<file path="config.mk">
export PLATFORM = sky130hd
export DESIGN_NAME = uart_regfile_core
export DESIGN_NICKNAME = d
export VERILOG_FILES = /design/src/rtl/uart_core_pkg.sv /design/src/rtl/uart_byte_fifo.sv /design/src/rtl/uart_irq_ident.sv /design/src/rtl/uart_regfile_core.sv
export SDC_FILE = /design/constraint.sdc
export NUM_CORES = 1
export LEC_CHECK = 0
export BUFFER_PORTS_ARGS = -buffer_cell sky130_fd_sc_hd__buf_2
export CAP_MARGIN = 0
export CORE_ASPECT_RATIO = 0.6
export CORE_MARGIN = 2
export CORE_UTILIZATION = 60
export CTS_CLUSTER_SIZE = 8
export DETAILED_ROUTE_END_ITERATION = 8
export PLACE_DENSITY = 0.77
export SETUP_SLACK_MARGIN = 0.15
export SYNTH_ARGS = -nofsm -noshare
export SYNTH_HDL_FRONTEND = slang
export SYNTH_SLANG_ARGS = --single-unit
export TNS_END_PERCENT = 100
</file>
<file path="constraint.sdc">
create_clock -name clk -period 4.1 [get_ports clk]
set_input_delay 0.205 -clock clk [delete_from_list [all_inputs] [get_ports clk]]
set_output_delay 0.205 -clock clk [all_outputs]
set_load 0.02 [all_outputs]
</file>
<file path="src/rtl/uart_core_pkg.sv">
package uart_core_pkg;

    localparam logic [2:0] OFS_DATA      = 3'd0;
    localparam logic [2:0] OFS_ENABLE    = 3'd1;
    localparam logic [2:0] OFS_IDENT     = 3'd2;
    localparam logic [2:0] OFS_LINE_CTL  = 3'd3;
    localparam logic [2:0] OFS_MODEM_CTL = 3'd4;
    localparam logic [2:0] OFS_LINE_STAT = 3'd5;
    localparam logic [2:0] OFS_MODEM_STA = 3'd6;
    localparam logic [2:0] OFS_SCRATCH   = 3'd7;

    typedef enum logic [3:0] {
        ID_LINE    = 4'b0110,
        ID_RXDATA  = 4'b0100,
        ID_TXEMPTY = 4'b0010,
        ID_NONE    = 4'b0001
    } int_id_e;

    typedef enum logic {
        TXE_QUIET = 1'b0,
        TXE_PEND  = 1'b1
    } txe_state_e;

    function automatic int unsigned trig_level(input logic [1:0] sel);
        case (sel)
            2'b00:   return 1;
            2'b01:   return 4;
            2'b10:   return 8;
            default: return 14;
        endcase
    endfunction

endpackage

</file>
<file path="src/rtl/uart_byte_fifo.sv">
module uart_byte_fifo #(
    parameter int DEPTH = 16,
    parameter int W     = 8,
    localparam int AW   = (DEPTH > 1) ? $clog2(DEPTH) : 1,
    localparam int CW   = $clog2(DEPTH + 1)
) (
    input  logic          clk,
    input  logic          rst_n,
    input  logic          clear,
    input  logic          single_mode,
    input  logic          push,
    input  logic [W-1:0]  din,
    input  logic          pop,
    output logic [W-1:0]  dout,
    output logic [CW-1:0] count,
    output logic          full,
    output logic          empty
);
    logic [W-1:0]  mem [DEPTH];
    logic [AW-1:0] wr_ptr, rd_ptr;
    logic [CW-1:0] cap;
    logic          do_push, do_pop;

    function automatic logic [AW-1:0] bump(input logic [AW-1:0] p);
        return (p == AW'(DEPTH - 1)) ? '0 : p + 1'b1;
    endfunction

    assign cap     = single_mode ? CW'(1) : CW'(DEPTH);
    assign full    = (count >= cap);
    assign empty   = (count == '0);
    assign do_push = push && !full && !clear;
    assign do_pop  = pop && !empty && !clear;
    assign dout    = mem[rd_ptr];

    always_ff @(posedge clk) begin
        if (do_push) mem[wr_ptr] <= din;
    end

    always_ff @(posedge clk or negedge rst_n) begin
        if (!rst_n) begin
            wr_ptr <= '0;
            rd_ptr <= '0;
            count  <= '0;
        end else if (clear) begin
            wr_ptr <= '0;
            rd_ptr <= '0;
            count  <= '0;
        end else begin
            if (do_push) wr_ptr <= bump(wr_ptr);
            if (do_pop)  rd_ptr <= bump(rd_ptr);
            case ({do_push, do_pop})
                2'b10:   count <= count + 1'b1;
                2'b01:   count <= count - 1'b1;
                default: count <= count;
            endcase
        end
    end
endmodule

</file>
<file path="src/rtl/uart_irq_ident.sv">
module uart_irq_ident
    import uart_core_pkg::*;
#(
    parameter int DEPTH = 16,
    localparam int CW   = $clog2(DEPTH + 1)
) (
    input  logic          clk,
    input  logic          rst_n,
    input  logic [2:0]    ier,
    input  logic          overrun,
    input  logic [CW-1:0] rx_count,
    input  logic [1:0]    trig_sel,
    input  logic          fifo_en,
    input  logic          tx_empty,
    input  logic          tx_drained,
    input  logic          ier_wr,
    input  logic          ier_wbit1,
    input  logic          thr_wr,
    input  logic          ident_rd,
    output int_id_e       id,
    output logic          txe_pending,
    output logic          irq
);
    txe_state_e    state, state_nx;
    logic [CW-1:0] threshold;
    logic          arm, line_hit, rx_hit, tx_hit;

    assign arm       = ier_wr && ier_wbit1 && !ier[1] && tx_empty;
    assign threshold = fifo_en ? CW'(trig_level(trig_sel)) : CW'(1);

    always_ff @(posedge clk or negedge rst_n) begin
        if (!rst_n) state <= TXE_QUIET;
        else        state <= state_nx;
    end

    always_comb begin
        state_nx = state;
        unique case (state)
            TXE_QUIET: if (!thr_wr && (tx_drained || arm)) state_nx = TXE_PEND;
            TXE_PEND:  if (thr_wr || (ident_rd && id == ID_TXEMPTY)) state_nx = TXE_QUIET;
        endcase
    end

    always_comb begin
        line_hit    = ier[2] && overrun;
        rx_hit      = ier[0] && (rx_count >= threshold);
        txe_pending = (state == TXE_PEND);
        tx_hit      = ier[1] && txe_pending;
        if (line_hit)    id = ID_LINE;
        else if (rx_hit) id = ID_RXDATA;
        else if (tx_hit) id = ID_TXEMPTY;
        else             id = ID_NONE;
        irq = (id != ID_NONE);
    end
endmodule

</file>
<file path="src/rtl/uart_regfile_core.sv">
module uart_regfile_core
    import uart_core_pkg::*;
#(
    parameter int DEPTH = 16,
    localparam int CW   = $clog2(DEPTH + 1)
) (
    input  logic        clk,
    input  logic        rst_n,
    input  logic [2:0]  host_addr,
    input  logic        host_wr,
    input  logic        host_rd,
    input  logic [7:0]  host_wdata,
    output logic [7:0]  host_rdata,
    output logic [15:0] baud_div,
    input  logic        rx_push,
    input  logic [7:0]  rx_byte,
    output logic        tx_valid,
    output logic [7:0]  tx_byte,
    input  logic        tx_pop,
    input  logic        tx_shift_idle,
    output logic        irq
);
    logic [7:0]    lcr, scr, dll, dlm;
    logic [4:0]    mcr;
    logic [2:0]    ier;
    logic [1:0]    trig_sel;
    logic          fifo_en, overrun, dlab;
    logic          wr_thr, wr_dll, wr_ier, wr_dlm, wr_fcr, wr_lcr, wr_mcr, wr_scr;
    logic          rd_rbr, rd_iir, rd_lsr;
    logic          en_flip, rx_clear, tx_clear, tx_drained;
    logic [7:0]    rx_head, lsr;
    logic [CW-1:0] rx_count, tx_count;
    logic          rx_full, rx_empty, tx_full, tx_empty, txe_pending;
    int_id_e       id;

    assign dlab   = lcr[7];
    assign wr_thr = host_wr && host_addr == OFS_DATA     && !dlab;
    assign wr_dll = host_wr && host_addr == OFS_DATA     &&  dlab;
    assign wr_ier = host_wr && host_addr == OFS_ENABLE   && !dlab;
    assign wr_dlm = host_wr && host_addr == OFS_ENABLE   &&  dlab;
    assign wr_fcr = host_wr && host_addr == OFS_IDENT;
    assign wr_lcr = host_wr && host_addr == OFS_LINE_CTL;
    assign wr_mcr = host_wr && host_addr == OFS_MODEM_CTL;
    assign wr_scr = host_wr && host_addr == OFS_SCRATCH;
    assign rd_rbr = host_rd && host_addr == OFS_DATA     && !dlab;
    assign rd_iir = host_rd && host_addr == OFS_IDENT;
    assign rd_lsr = host_rd && host_addr == OFS_LINE_STAT;

    assign en_flip    = wr_fcr && (host_wdata[0] != fifo_en);
    assign rx_clear   = wr_fcr && (host_wdata[1] || en_flip);
    assign tx_clear   = wr_fcr && (host_wdata[2] || en_flip);
    assign tx_drained = tx_pop && (tx_count == CW'(1)) && !wr_thr && !tx_clear;

    always_ff @(posedge clk or negedge rst_n) begin
        if (!rst_n) begin
            lcr      <= '0;
            scr      <= '0;
            dll      <= '0;
            dlm      <= '0;
            mcr      <= '0;
            ier      <= '0;
            trig_sel <= '0;
            fifo_en  <= 1'b0;
            overrun  <= 1'b0;
        end else begin
            if (wr_lcr) lcr <= host_wdata;
            if (wr_scr) scr <= host_wdata;
            if (wr_dll) dll <= host_wdata;
            if (wr_dlm) dlm <= host_wdata;
            if (wr_mcr) mcr <= host_wdata[4:0];
            if (wr_ier) ier <= host_wdata[2:0];
            if (wr_fcr) begin
                fifo_en  <= host_wdata[0];
                trig_sel <= host_wdata[7:6];
            end
            if (rx_push && rx_full) overrun <= 1'b1;
            else if (rd_lsr)        overrun <= 1'b0;
        end
    end

    uart_byte_fifo #(.DEPTH(DEPTH), .W(8)) u_rx_q (
        .clk(clk), .rst_n(rst_n), .clear(rx_clear), .single_mode(!fifo_en),
        .push(rx_push), .din(rx_byte), .pop(rd_rbr), .dout(rx_head),
        .count(rx_count), .full(rx_full), .empty(rx_empty)
    );

    uart_byte_fifo #(.DEPTH(DEPTH), .W(8)) u_tx_q (
        .clk(clk), .rst_n(rst_n), .clear(tx_clear), .single_mode(!fifo_en),
        .push(wr_thr), .din(host_wdata), .pop(tx_pop), .dout(tx_byte),
        .count(tx_count), .full(tx_full), .empty(tx_empty)
    );

    uart_irq_ident #(.DEPTH(DEPTH)) u_ident (
        .clk(clk), .rst_n(rst_n), .ier(ier), .overrun(overrun),
        .rx_count(rx_count), .trig_sel(trig_sel), .fifo_en(fifo_en),
        .tx_empty(tx_empty), .tx_drained(tx_drained), .ier_wr(wr_ier),
        .ier_wbit1(host_wdata[1]), .thr_wr(wr_thr), .ident_rd(rd_iir),
        .id(id), .txe_pending(txe_pending), .irq(irq)
    );

    assign lsr      = {1'b0, tx_empty && tx_shift_idle, tx_empty, 3'b000, overrun, !rx_empty};
    assign baud_div = {dlm, dll};
    assign tx_valid = !tx_empty;

    always_comb begin
        unique case (host_addr)
            OFS_DATA:      host_rdata = dlab ? dll : rx_head;
            OFS_ENABLE:    host_rdata = dlab ? dlm : {5'b0, ier};
            OFS_IDENT:     host_rdata = {fifo_en, fifo_en, 2'b00, id};
            OFS_LINE_CTL:  host_rdata = lcr;
            OFS_MODEM_CTL: host_rdata = {3'b000, mcr};
            OFS_LINE_STAT: host_rdata = lsr;
            OFS_MODEM_STA: host_rdata = 8'h00;
            default:       host_rdata = scr;
        endcase
    end
endmodule

</file>
# Word level (Yosys, flattened, before mapping)
# Memory sizes are Yosys's and may differ from the RTL's.
# Index checks and enable logic that the tools add are counted.
# totals
regBits,71
ramBits,256
in_bits,26
n_memories,2
# classes
n_addsub,8
n_lt_le_gt_ge,3
n_eq_ne,21
mux,34
bitwise_logic,1
n_reduce_logical,62
# memory_table
name,words,word_bits,rd,rd_ports_with_merged_regs,wr,line,text
u_rx_q.mem,16,8,1,0,1,uart_byte_fifo.sv:19,logic [W-1:0] mem [DEPTH];
u_tx_q.mem,16,8,1,0,1,uart_byte_fifo.sv:19,
# ops
op,count
4-bit two-way mux,15
8-bit one-hot mux with 7 select lines,1
1-bit logical AND,38
5-bit one-hot mux with 2 select lines,2
"4-bit by 1-bit adder with 4-bit output, second input constant",4
"4-bit equality test, second input constant",4
8-bit two-way mux,2
5-bit greater-or-equal comparator,3
5-bit two-way mux,3
"3-bit equality test, second input constant",4
4-bit one-hot mux with 3 select lines,1
"5-bit by 1-bit adder with 5-bit output, second input constant",2
5-bit logical NOT,2
2-bit nonzero test,5
"5-bit by 1-bit subtractor with 5-bit output, second input constant",2
1-bit logical NOT,9
1-bit two-way mux,8
"2-bit by 1-bit equality test with 1-bit output, second input constant",3
"2-bit equality test, second input constant",3
"3-bit by 2-bit equality test with 1-bit output, second input constant",2
3-bit nonzero test,2
"5-bit by 1-bit equality test with 1-bit output, second input constant",1
"4-bit by 2-bit equality test with 1-bit output, second input constant",1
1-bit logical OR,4
other kinds (8),8

# Longest topological paths before layout
# Gate-level depths: netlist of the first run.
# depth
depth_word,12
ltp_mapped,13
ltp_nobuf,13

# Cells and area by module
# From an unflattened synthesis of the first run, not the netlist that was laid out.
# hier_totals
hier_cells,945
hier_area_um2,14415.1
# by_module_without_submodules
module,instances,cells_per_inst,area_per_inst_um2,seq_area_each_um2
uart_byte_fifo (u_tx_q),1,355,5921.9,4169.0
uart_byte_fifo (u_rx_q),1,356,5911.9,4169.0
uart_regfile_core,1,204,2369.8,1101.1
uart_irq_ident,1,30,211.5,25.0

# Least setup slack after synthesis of the first run
# OpenSTA, ideal clock, no wires.
# synth_timing
kind,flip-flop to flip-flop
start,register fifo_en
end,"memory u_tx_q.mem[9][0], enable pin"
setup_ns,0.385
arrival_time_ns,2.609
t_required_ns,3.715
path_slack_ns,1.105
path_stages_with_launch,9
period_less_slack_ns,2.995
path_cell_list,dfrtp_1 -> inv_1 -> ha_1 -> or4b_1 -> o21ai_4 -> and2_1 -> buf_4 -> nand2_1 -> nor3b_1
# synth_via
elab_chain_cells,8
word_cells_on_any_way,12
cone_classes,order compare (1); eq/ne (1); mux (3); reduce/logical (7)
# synth_lines
item,line,text
start: declaration,uart_regfile_core.sv:27,"logic fifo_en, overrun, dlab;"
start signal: assignment,uart_regfile_core.sv:73,fifo_en <= host_wdata[0];
branches (longest 5 deep; another with 5-bit greater-or-equal comparator),--,
1-bit logical AND (*),uart_byte_fifo.sv:31,assign do_push = push && !full && !clear;
1-bit two-way mux (*),uart_byte_fifo.sv:36,if (do_push) mem[wr_ptr] <= din;
1-bit two-way mux (not written as such) (*),uart_byte_fifo.sv:36,
end: declaration,uart_byte_fifo.sv:19,
# Every way passes the cells marked *.

# Worst setup path after layout of the first run
# layout_timing
start,register u_rx_q.rd_ptr[0]
end,output host_rdata[0]
# layout_via
elab_chain_cells,3
# layout_lines
item,line,text
start: declaration,uart_byte_fifo.sv:20,"logic [AW-1:0] wr_ptr, rd_ptr;"
start signal: assignment,uart_byte_fifo.sv:50,if (do_pop) rd_ptr <= bump(rd_ptr);
memory read 16 x 8 bit,--,
8-bit two-way mux,uart_regfile_core.sv:107,OFS_DATA: host_rdata = dlab ? dll : rx_head;
8-bit one-hot mux with 7 select lines,uart_regfile_core.sv:106,unique case (host_addr)
end: declaration,uart_regfile_core.sv:13,"output logic [7:0] host_rdata,"
# Every way passes these cells.

==> results_dict.tcl, run 1 <==
set metrics [dict create \
    status "completed" \
    clkTransAtPathRegs_ns 0.05 \
    final_cell_mix "edfxtp_1 (256), dfrtp_1 (68), mux2i_1 (62), nand2_1 (58), buf_2 (58)" \
    yosys.area_share.simple_pct 7.684 \
    finalMaxSlewViolations 0 \
    async_flop_share_pct 21.71 \
    dp_cells 1267 \
    grt_pass1_vias 8355 \
    fillerInstances 1533 \
    fin_util_pct 70.01 \
    ir_worst_vdd_uv 413.3 \
    wl_um 33710 \
    cts_buffers 46 \
    portBuffers 59 \
    gp_congestion 0.9063 \
    die_h_um 123.6 \
    grtUsageTotal_pct 27.70 \
    htreeDepth 2 \
    ys_seq_area_share_pct 66.12 \
    crit_path_start_kind "register" \
    leakagePower_nw 5.821 \
    drive_gt1_share_pct 22.06 \
    period_share_pct 81.98 \
    chipWidth_um 203.4 \
    crit_chain "mux4_2, mux2_2, o221ai_1, a31oi_1, or3b_1, buf_2" \
    skew_ns 0.01132 \
    grt_pass1_wl_um 51130 \
    fin_cells 1354 \
    synth_top_family_by_area "multiplexers" \
    yosysWarnings 0 \
    fin_tns_setup_ns 0 \
    end_kind "output port" \
    viasPerCell 6.458 \
    antenna_left 0 \
    vias 8744 \
    grt_max_degree 72 \
    rows 43 \
    yosys-top-cells-area "edfxtp_1 (54%), dfrtp_1 (12%), mux4_2 (6.1%), mux2i_1 (4.3%), mux2_2 (3.9%)" \
    syn_to_final_growth_pct 13.68 \
    fin_crit_ns 3.361 \
    clock_latency_ns 0.54 \
    synth_edf_count 256 \
    slew_headroom_pct 30.02 \
    post-route-drc-count 0 \
    synth_top_area_share_pct 53.71 \
    maxCapViolCount 0 \
    hold_class "in2reg" \
    overflow 0 \
    root_buffer "clkbuf_16" \
    fin_nets 1052 \
    synth-main-ff-cell "edfxtp_1" \
    finalSetupViolations 0 \
    wire_per_inst_um 24.89 \
    power.density_nw_per_um2 641.9 \
    drt_iter0_drc 963 \
    hpwl_um 22840 \
    synthXorXnorAreaFrac_pct 0.5420 \
    synthMuxAreaShare_pct 14.41 \
    required_ns 3.89 \
    mostFrequentLayoutCell "edfxtp_1" \
    hold_viol 0 \
    cts_sinks 327 \
    cp_slowest_stage_delay_ns 0.85 \
    clockBufferDepth 3 \
    p_total_mw 10.44 \
    cts_tree "yes" \
    cp_max_fo 22 \
    drt-pass1-iter-count 6 \
    yosysTopAreaCell "edfxtp_1" \
    worstMarginPinSlew_ns 1.042 \
    syn_inst 927 \
    crit_arrival_ns 3.16 \
    path_class "reg2out" \
    rsz0062_at_grt "no" \
    core_um2 23240 \
    timing.hold.ws_ns 0.05002 \
    synthDistinctLibCells 73 \
    antenna_found_initial 1 \
    cts_resized 0 \
    clock.fmax_mhz 297.5 \
    io_pins 60 \
    floorplan.initialDensity_pct 61.58 \
    synth_seq_cells 327 \
    postSynthNetCount 978 \
    synth_area_per_cell_um2 15.44 \
    synthesis.area_um2 14310 \
    die_area_um2 25150 \
    synth_compound_area_share_pct 7.010 \
    slowest_stage "dfrtp_2" \
    synth-adder-area-share_pct 2.238 \
]
[through the flow]
stage / area [um2] / worst slack (ns)
2_1_floorplan: 14310 / 1.105
3_3_place_gp: 14920 / 1.082
3_5_place_dp: 14920 / 0.9089
4_1_cts: 16270 / 0.7308
5_1_grt: 16270 / 0.6066
6_report: 16270 / 0.7389
[flip-flops by register name, summed over array words and instances (netlist names), 2 cells and up]
name	flops
u_tx_q.wr_ptr	4
lcr	8
u_rx_q.mem	128
mcr	5
trig_sel	2
u_tx_q.rd_ptr	4
ier	3
u_tx_q.mem	128
u_rx_q.rd_ptr	4
dll	8
u_tx_q.count	5
dlm	8
scr	8
u_rx_q.wr_ptr	4
u_rx_q.count	5
[final timing paths]
path,startpoint,endpoint,slack [ns],depth (start not counted)
max,u_rx_q.rd_ptr[0]$_DFFE_PN0P_,host_rdata[0],0.74,6
min,rx_push,overrun$_DFFE_PN0P_,0.05,3
max reg2reg,fifo_en$_DFFE_PN0P_,u_tx_q.mem[15][1]$_DFFE_PP_,0.89,8
min reg2reg,scr[1]$_DFFE_PN0P_,scr[1]$_DFFE_PN0P_,0.48,2
max in group asynchronous,rst_n,u_tx_q.rd_ptr[0]$_DFFE_PN0P_,3.10,2
min in group asynchronous,rst_n,fifo_en$_DFFE_PN0P_,0.33,2
[synthesized netlist by cell type (5+ instances only)]
master and instances:
a211oi_1 6, a21oi_1 26, a221oi_1 11, a22o_1 5, a22oi_1 12, a31oi_1 14, and2_1 21, and3_1 6
and4_1 9, buf_1 6, buf_2 16, clkbuf_1 24, dfrtp_1 71, edfxtp_1 256, ha_1 24, inv_1 16
mux2_2 50, mux2i_1 62, mux4_2 39, nand2_1 58, nand3_1 15, nor2_1 31, nor2b_1 8, nor3_1 8
nor3b_1 8, o21ai_0 42, or3_1 5, xor2_1 6
[kinds of logic after synthesis]
| logic type | count (synthesis) |
|---|---|
| adder cells (fa/ha/maj) | 25 |
| AO/OA/AOI/OAI | 150 |
| flip-flops | 327 |
| XOR/XNOR | 8 |
| AND/OR/NAND/NOR | 200 |
| multiplexers | 151 |
| buffers and inverters | 66 |
[power breakdown]
| group | leakage (nW) | switching (mW) | internal [mW] |
|---|---|---|---|
| Sequential | 3.18 | 0.487 | 3.88 |
| Combinational | 2.01 | 1.46 | 1.14 |
| Clock | 0.635 | 1.34 | 2.14 |
[critical path, delay by kind of cell (launching register included)]
family / cells / cell delay [ns]
multiplexers: 2 / 0.96
buffers and inverters: 1 / 0.18
AND/OR/NAND/NOR: 1 / 0.40
flip-flops: 1 / 0.85
AO/OA/AOI/OAI: 2 / 0.23
[layout make-up]
type                    count  area (um2)  share of cell area (%)
clock inverters             2       32.53                  0.1999
clock buffers              83        1311                   8.058
diodes                      1       2.502                 0.01538
repair buffers             76       440.4                   2.707
flip-flops and latches    327        9468                   58.19
well taps                 315       394.1                   2.422
inverters                  16       60.06                  0.3691
multi-input cells         534        4563                   28.04
[what timing repair did]
item                                   in CTS  in global routing
setup buffers                               0                  0
hold buffers                                1                  0
endpoints found under the hold margin      71                  0
[metal layers]
layer  global-route usage, %  vias to the layer above  part of all wire [%]  wire length (um)
met2                   34.73                      508                    39             13220
met5                       0                        -                     0                 0
met3                   9.785                       44                    13              4337
li1                        -                     3799                     -                 -
met4                   6.615                        0                   1.4               486
met1                   45.25                     4393                    46             15660
Power figures use the tool's default switching activity.
==> run 2: changes to the inputs <==
==> constraint.sdc (replaced) <==
create_clock -name clk -period 3.4 [get_ports clk]
set_input_delay 0.17 -clock clk [delete_from_list [all_inputs] [get_ports clk]]
set_output_delay 0.17 -clock clk [all_outputs]
set_load 0.02 [all_outputs]
==> run 2 against run 1 <==
Critical path depth rose by 1. Combinational power is 30% higher. Utilization increased by 0.54 points. Design area rose by 0.77%. Clock power grew 23%. Worst setup slack got worse by 0.40 ns.
==> results_dict.tcl, run 2 (synthesis gave the netlist of run 1 again) <==
set metrics [dict create \
    clkTransAtPathRegs_ns 0.05 \
    skew_ns 0.01470 \
    chipWidth_um 203.4 \
    required_ns 3.23 \
    path_class "reg2out" \
    cp_max_fo 8 \
    fin_util_pct 70.55 \
    setup_ws_ns 0.3438 \
    r2r_setup_slack_ns 0.39 \
    wl_um 36070 \
    drt-pass1-iter-count 6 \
    crit_path_start_kind "register" \
    grtUsageTotal_pct 30.03 \
    post-route-drc-count 0 \
    cts_buffers 46 \
    end_kind "output port" \
    cts_sinks 327 \
    final_cell_mix "edfxtp_1 (256), dfrtp_1 (68), mux2i_1 (62), nand2_1 (58), buf_2 (58)" \
    power.density_nw_per_um2 784.4 \
    pwr-share-comb_pct 26.3 \
    overflow 0 \
    gp_congestion 0.9146 \
    fin_crit_ns 3.056 \
    mostFrequentLayoutCell "edfxtp_1" \
    drive_gt1_share_pct 22.74 \
    die_area_um2 25150 \
    period_share_pct 89.89 \
    seq_power_share_pct 40.4 \
    slew_headroom_pct 32.18 \
    fin_nets 1064 \
    drt_iter0_drc 1154 \
    leakagePower_nw 5.889 \
    finalMaxSlewViolations 0 \
    grt_pass1_vias 8693 \
    p_int_mw 8.767 \
    reg2reg_depth 7 \
    worst_r2r_endpoint "u_tx_q.mem[0][1]$_DFFE_PP_" \
    clock.fmax_mhz 327.2 \
    fin_tns_setup_ns 0 \
    p_total_mw 12.86 \
    antenna_left 0 \
    io_pins 60 \
    finalSetupViolations 0 \
    hold_path_depth 1 \
    multi_input_area_um2 4564 \
    root_buffer "clkbuf_16" \
    antenna_found_initial 1 \
    timing.rr.start "fifo_en$_DFFE_PN0P_" \
    die_h_um 123.6 \
    rsz0062_at_grt "no" \
    maxCapViolCount 0 \
    hold_class "in2reg" \
    rows 43 \
    viasPerCell 6.594 \
    regArea_um2 9473 \
    pre_cts_ws_ns 0.4190 \
    grt_max_degree 72 \
    crit_arrival_ns 2.89 \
    clockPowerShare_pct 33.3 \
    core_um2 23240 \
    fillerInstances 1482 \
    cts_tree "yes" \
    hold_viol 0 \
    min_from "rx_byte[3]" \
    critPathLaunch "u_tx_q.count[1]$_DFFE_PN0P_" \
    swShare_pct 31.84 \
    clockBufferDepth 3 \
    wire_per_inst_um 26.39 \
    grt_pass1_wl_um 54500 \
    floorplan.initialDensity_pct 61.58 \
    status "completed" \
    vias 9014 \
    portBuffers 59 \
    ir_worst_vdd_uv 465.0 \
    htreeDepth 2 \
    worstMarginPinSlew_ns 1.010 \
    syn_to_final_growth_pct 14.55 \
    top_regs "u_rx_q.mem: 128 flops, u_tx_q.mem: 128 flops" \
    holdPathEnd "u_rx_q.mem[0][3]$_DFFE_PP_" \
    hpwl_um 24490 \
    clock_latency_ns 0.54 \
    power_switching_mw 4.095 \
]
-- run 2: changes by cell type in the layout (fill, tap and decap cells not counted), moves of 2 or more --
| cell | previous run | this run |
|---|---|---|
| buf_4 | 16 | 25 |
| dlygate4sd3_1 | 1 | 4 |
| clkbuf_16 | 47 | 49 |
| clkinv_8 | 2 | 0 |
| dfrtp_2 | 3 | 1 |
| dfrtp_4 | 0 | 2 |
-- run 2: area by class of cell --
type,instances,share of cell area [%]
sequential,327,57.77
inverter,16,0.3663
clock buffer,86,8.325
antenna,1,0.01526
tap,315,2.404
timing repair buffer,88,3.281
multi-input combinational,534,27.84
-- run 2: what timing repair did --
action | CTS | global route
resized for setup | 0 | 3
endpoints found under the hold margin | 73 | 0
setup buffers | 0 | 0
endpoints found under the setup margin | 0 | 6
hold buffers | 4 | 0
-- run 2: worst max path at each step --
stage | end | slack, ns | depth (start not counted)
2_1_floorplan | u_tx_q.mem[9][0]$_DFFE_PP_ | 0.41 | 8
3_3_place_gp | u_tx_q.mem[10][6]$_DFFE_PP_ | 0.50 | 8
3_5_place_dp | u_tx_q.mem[9][4]$_DFFE_PP_ | 0.42 | 8
4_1_cts | host_rdata[0] | 0.25 | 6
5_1_grt | u_rx_q.count[4]$_DFFE_PN0P_ | 0.16 | 13
6_report | host_rdata[6] | 0.34 | 7
-- run 2: critical path: stages (launching register included) --
cell and delay (ns):
dfrtp_1 0.48, inv_1 0.13, ha_1 0.23, nor4b_1 0.35
inv_1 0.19, o21ai_0 0.53, o22a_1 0.28, buf_2 0.17
-- run 2: power groups by stage --
stage | clock network [mW] | logic, mW | registers [mW]
after global placement | 0 | 3.21 | 5.21
final | 4.29 | 3.38 | 5.20
after global routing | 4.50 | 3.64 | 5.23
after CTS | 4.32 | 3.32 | 5.16
after detailed placement | 0 | 3.27 | 5.23
after floorplan | 0 | 2.33 | 5.02
-- run 2: per-layer routing --
metal / up-vias / GRT usage (%) / part of all wire (%)
li1: 3826 / - / -
met1: 4552 / 48.48 / 45
met2: 578 / 37.84 / 39
met3: 56 / 11.38 / 15
met4: 2 / 6.432 / 1.6
met5: - / 2.381 / 0.21
-- run 2: metrics by stage --
step	instance area (um2)	std cells	hold WS (ns)
floorplan	14310	927	-0.1256
global placement	14980	1276	0.3621
detailed placement	14980	1276	0.3576
CTS	16390	1366	0.03814
global route	16400	1367	0.05273
finish	16400	1367	0.05872
